==> src/rtl/roi_timing_gen.sv <==
module roi_timing_gen #(
  parameter int CW = 12,
  parameter int AW = 24
) (
  input  logic          clk,
  input  logic          rst_n,
  input  logic          cfg_we,
  input  logic [3:0]    cfg_sel,
  input  logic [AW-1:0] cfg_data,
  input  logic [1:0]    tbus_in,
  output logic [1:0]    tbus_out,
  output logic          tbus_oe,
  output logic          pix_en,
  output logic [AW-1:0] addr,
  output logic          done
);
  localparam int KW = CW + 1;

  logic [AW-1:0] r_start, r_pitch, line_base;
  logic [CW-1:0] r_w, r_h, r_hb, r_vb, r_ho, r_vo, px;
  logic [KW-1:0] hcnt, vcnt;
  logic          role_tx, rpt, wait_v, run;

  logic [KW-1:0] w_k, h_k, ho_k, vo_k, hlast, vlast;
  assign w_k   = KW'(r_w);
  assign h_k   = KW'(r_h);
  assign ho_k  = KW'(r_ho);
  assign vo_k  = KW'(r_vo);
  assign hlast = w_k + KW'(r_hb) - KW'(1);
  assign vlast = h_k + KW'(r_vb) - KW'(1);

  logic ctl_wr, go, line_end, last_line, in_h, in_v, last_pix;
  assign ctl_wr    = cfg_we && cfg_sel == 4'd8;
  assign go        = ctl_wr && cfg_data[0];
  assign line_end  = hcnt == hlast;
  assign last_line = vcnt == vlast;
  assign in_h      = hcnt >= ho_k && hcnt < ho_k + w_k;
  assign in_v      = vcnt >= vo_k && vcnt < vo_k + h_k;
  assign pix_en    = run && in_h && in_v;
  assign last_pix  = pix_en && hcnt == ho_k + w_k - KW'(1) && vcnt == vo_k + h_k - KW'(1);
  assign addr      = line_base + AW'(px);

  logic tx_h;
  assign tx_h     = run && role_tx && line_end;
  assign tbus_out = {tx_h && last_line, tx_h};
  assign tbus_oe  = role_tx;

  always_ff @(posedge clk or negedge rst_n) begin
    if (!rst_n) begin
      r_start <= '0; r_pitch <= '0;
      r_w <= '0; r_h <= '0; r_hb <= '0; r_vb <= '0; r_ho <= '0; r_vo <= '0;
    end else if (cfg_we) begin
      case (cfg_sel)
        4'd0: r_start <= cfg_data;
        4'd1: r_pitch <= cfg_data;
        4'd2: r_w     <= cfg_data[CW-1:0];
        4'd3: r_h     <= cfg_data[CW-1:0];
        4'd4: r_hb    <= cfg_data[CW-1:0];
        4'd5: r_vb    <= cfg_data[CW-1:0];
        4'd6: r_ho    <= cfg_data[CW-1:0];
        4'd7: r_vo    <= cfg_data[CW-1:0];
        default: ;
      endcase
    end
  end

  always_ff @(posedge clk or negedge rst_n) begin
    if (!rst_n) begin
      role_tx <= 1'b0; rpt <= 1'b0; wait_v <= 1'b0; run <= 1'b0; done <= 1'b0;
      hcnt <= '0; vcnt <= '0; line_base <= '0; px <= '0;
    end else if (go) begin
      role_tx   <= cfg_data[1];
      rpt       <= cfg_data[2];
      run       <= cfg_data[1];
      wait_v    <= !cfg_data[1];
      done      <= 1'b0;
      hcnt      <= '0;
      vcnt      <= '0;
      line_base <= r_start;
      px        <= '0;
    end else begin
      if (ctl_wr) rpt <= cfg_data[2];
      if (wait_v) begin
        if (tbus_in[1]) begin
          wait_v    <= 1'b0;
          run       <= 1'b1;
          hcnt      <= '0;
          vcnt      <= '0;
          line_base <= r_start;
          px        <= '0;
        end
      end else if (run) begin
        if (last_pix) done <= 1'b1;
        if (pix_en) begin
          if (px == r_w - CW'(1)) begin
            px        <= '0;
            line_base <= line_base + r_pitch;
          end else begin
            px <= px + CW'(1);
          end
        end
        if (role_tx) begin
          if (line_end) begin
            hcnt <= '0;
            if (last_line) begin
              vcnt      <= '0;
              line_base <= r_start;
              px        <= '0;
              if (!(ctl_wr ? cfg_data[2] : rpt)) run <= 1'b0;
            end else begin
              vcnt <= vcnt + KW'(1);
            end
          end else begin
            hcnt <= hcnt + KW'(1);
          end
        end else begin
          if (tbus_in[1]) begin
            hcnt      <= '0;
            vcnt      <= '0;
            line_base <= r_start;
            px        <= '0;
          end else if (tbus_in[0]) begin
            hcnt <= '0;
            vcnt <= vcnt + KW'(1);
          end else begin
            hcnt <= hcnt + KW'(1);
          end
          if (last_pix) run <= 1'b0;
        end
      end
    end
  end
endmodule

==> config.mk <==
export PLATFORM = sky130hd
export DESIGN_NAME = roi_timing_gen
export DESIGN_NICKNAME = d
export VERILOG_FILES = /design/src/rtl/roi_timing_gen.sv
export SDC_FILE = /design/constraint.sdc
export NUM_CORES = 1
export LEC_CHECK = 0
export BUFFER_PORTS_ARGS = -buffer_cell sky130_fd_sc_hd__buf_2
export CORE_UTILIZATION = 58
export DETAILED_ROUTE_END_ITERATION = 8
export PLACE_DENSITY = 0.82
export SLEW_MARGIN = 20
export SYNTH_ARGS = -nofsm -noshare
export SYNTH_HDL_FRONTEND = slang
export SYNTH_SLANG_ARGS = --single-unit
export TNS_END_PERCENT = 20
==> constraint.sdc <==
create_clock -name clk -period 4.5 [get_ports clk]
set_input_delay 0 -clock clk [delete_from_list [all_inputs] [get_ports clk]]
set_output_delay 0 -clock clk [all_outputs]
set_load 0.01 [all_outputs]
==> out/qor.yml <==
outcome:
  outcome: "complete, no violations"
pwr:
  total_power_mw: 10.42
  p_switching_mw: 4.779
  comb_power_share_pct: 60.1
  power_leakage_nw: 8.116
  ir_drop_uv: 303.1
  power_density_nw_per_um2: 603.8
  pwr-share-clk_pct: 15.5
  pwr-share-seq_pct: 24.4
  cell_internal_pwr_mw: 5.644
  netSwitchingFraction_pct: 45.85
synthesis:
  synth_largest_area_cell: "dfrtp_1"
  synth_seq_area_share_pct: 30.75
  postSynth.asyncResetShare_pct: 100.0
  synth_warnings: 0
  synth_area_per_cell_um2: 8.816
  syn_area_um2: 15220
  synth_area_leaders: "dfrtp_1 (31%), ha_1 (13%), mux2_2 (5.4%)"
  syn-num-nets: 1925
  synth_commonest_cells: "dfrtp_1 (187), inv_1 (178), ha_1 (160)"
  syn_inst: 1726
  synth_cell_types: 82
  synth-edff-count: 0
  yosysMostFrequentCell: "dfrtp_1"
  yosys.area.top_type_share_pct: 30.75
  synth_top_flop_cell: "dfrtp_1"
  ys_ff_latch: 187
cells_and_area:
  finalNonFillerCells: 2169
  nFillCells: 1931
  final_nets: 2025
  drive_above_1_share_pct: 16.20
  num_antenna_cells: 0
  stdcell_area_um2: 17260
  area_growth_pct: 13.46
timing:
  fmax_mhz: 225.7
  relSlewSlack_pct: 35.90
  worst_slew_pin_slew_ps: 948.1
  whs_ps: 12.73
  fin_worst_skew_ps: 16.94
  fin_crit_ps: 4431
  final_hold_viol_count: 0
  finalWorstSetupSlack_ps: 69.46
  setup-violations-final: 0
  min_period_over_period_pct: 98.46
  drv_slew: 0
  rsz0062_at_grt: "yes"
clock_tree:
  clk_pin_slew_ps: 80
  clock_latency_ps: 460
  root_buffer: "clkbuf_16"
  cts_num_sinks: 187
  htreeDepth: 4
  cts-buffers-inserted: 17
  cts.path.max_buffers: 2
  cts_tree: "yes"
floorplanning:
  core_um2: 25470
  num_io_pins: 62
  die_y_um: 164.0
  std_cell_rows: 58
  die_area_um2: 26890
  die_w_um: 164.0
  initial_utilization_pct: 59.74
worst_setup_path:
  critPathMaxFanout: 8
  critical-path-top-delay-family: "compound AO/OA/AOI/OAI gates"
  max_stage_delay_ps: 610
  worstSetupPathType: "flop to flop"
  crit_path_start_kind: "flop"
  critPathSlowestCell: "or4_4"
  reg2reg_slack_ps: 70
  worst-path-buf-inv: 3
  critPathCaptureType: "flop"
  path_cells: "inv_1 -> ha_1 -> inv_1 -> ha_1 -> a21o_1 -> a21oi_1 -> o21ai_1 -> a41oi_1 -> xnor2_1 -> or4_4 -> or4_4 -> and3_4 -> buf_12 -> a31oi_1 -> o31ai_1"
  cp.arrival_ps: 4750
  cp.required_ps: 4820
global_route:
  grt_max_degree: 114
  antenna_found_initial: 0
  grt_pass1_wl_mm: 68.17
  grt_use_total_pct: 32.53
  grt_overflow: 0
  grt_pass1_vias: 13260
routing:
  first_iter_violations: 1259
  drc_errors: 0
  wire_per_inst_um: 20.01
  vias: 13710
  ant_nets: 0
  dr.pass1.iters: 7
  wl_mm: 43.40
  routed_via_density: 6.320
placed_design:
  gp_congestion: 0.9421
  portBuffers: 61
  placed_cells: 2098
  dp_hpwl_mm: 31.67
  pre_cts_ws_ps: -5.337
  dpl_cell_area_um2: 16010
run:
  max_cap_viol_count: 0
worst_hold_path:
  min_path_type: "primary input to flop"
final timing paths:
| path | from | to | cells past startpoint |
|---|---|---|---|
| max in group asynchronous | rst_n | vcnt[11] | 3 |
| setup reg to reg | r_w[2] | px[10] | 15 |
| hold / removal | cfg_sel[3] | rpt | 3 |
| hold reg to reg | r_start[0] | r_start[0] | 2 |
| min in group asynchronous | rst_n | r_start[19] | 2 |
| setup / recovery | r_w[2] | px[10] | 15 |
what timing repair did:
item,in CTS,in global routing
pin swaps,0,28
endpoints found under the hold margin,183,0
setup buffers,0,14
hold buffers,25,0
setup endpoints to repair,9,42
gates resized for setup,4,49
per-layer routing:
metal  global-route usage, %  part of all wire, %  vias up
met5                       0                    0        -
met4                   12.37                  4.0        0
met3                   4.217                  7.0      123
met2                   55.47                   48      585
met1                   41.93                   41     6624
li1                        -                    -     6375
worst min-delay path, delay by kind of cell:
kind / cells / cell delay (ps)
buf+inv: 1 / 130
simple gates: 1 / 120
mux: 1 / 170
cell type report:
class / instances / area [µm²] / area share [%]
Tap cell: 330 / 412.9 / 2.392
Clock buffer: 17 / 425.4 / 2.464
Inverter: 179 / 671.9 / 3.892
Multi-Input combinational cell: 1304 / 9892 / 57.30
Clock inverter: 15 / 200.2 / 1.160
Timing Repair Buffer: 137 / 979.7 / 5.675
Sequential cell: 187 / 4682 / 27.12
metrics by stage:
stage	TNS [ps]	util [%]
after floorplan	0	-
after global placement	0	62.85
after detailed placement	-5.337	62.85
after CTS	0	66.35
after global routing	-900.3	67.78
final	0	67.78
registers in the layout, indices dropped and copies added, names as in the netlist:
signal     flops
vcnt          13
r_vo          12
run            1
hcnt          13
done           1
r_h           12
r_w           12
tbus_oe        1
r_vb          12
line_base     24
px            12
r_hb          12
rpt            1
r_pitch       24
r_start       24
wait_v         1
r_ho          12
placed cells by master (no fill, tap or decap), types with 18 or more instances in the layout:
cell / count
a211oi_1: 18
nand4_1: 25
a21oi_1: 80
and3_1: 47
dfrtp_1: 185
nand2_1: 130
mux2_2: 72
nor3_1: 37
o21ai_0: 130
nor2_1: 78
buf_2: 60
dlygate4sd3_1: 25
buf_4: 48
inv_1: 178
ha_1: 150
nand2b_1: 20
xnor2_1: 88
xor2_1: 48
a21o_1: 30
nand3_1: 45
cells by family (layout without fill, tap and decap cells):
| group | count (synthesis) | count (layout) | synth area share [%] |
|---|---|---|---|
| simple gates | 487 | 487 | 16.36 |
| compound gates | 426 | 426 | 18.49 |
| buf+inv | 235 | 348 | 6.011 |
| flops | 187 | 187 | 30.75 |
| fa+ha+maj | 166 | 166 | 13.95 |
| xor+xnor | 140 | 140 | 8.248 |
| mux | 85 | 85 | 6.192 |
power by group through the flow:
stage | logic (mW) | clock network [mW] | registers (mW)
5_1_grt | 6.90 | 1.68 | 2.58
6_report | 6.27 | 1.62 | 2.54
2_1_floorplan | 4.50 | 0 | 2.35
4_1_cts | 5.89 | 1.63 | 2.51
3_3_place_gp | 5.62 | 0 | 2.52
3_5_place_dp | 5.79 | 0 | 2.53
Note: power is estimated with default switching activity, not from simulation.
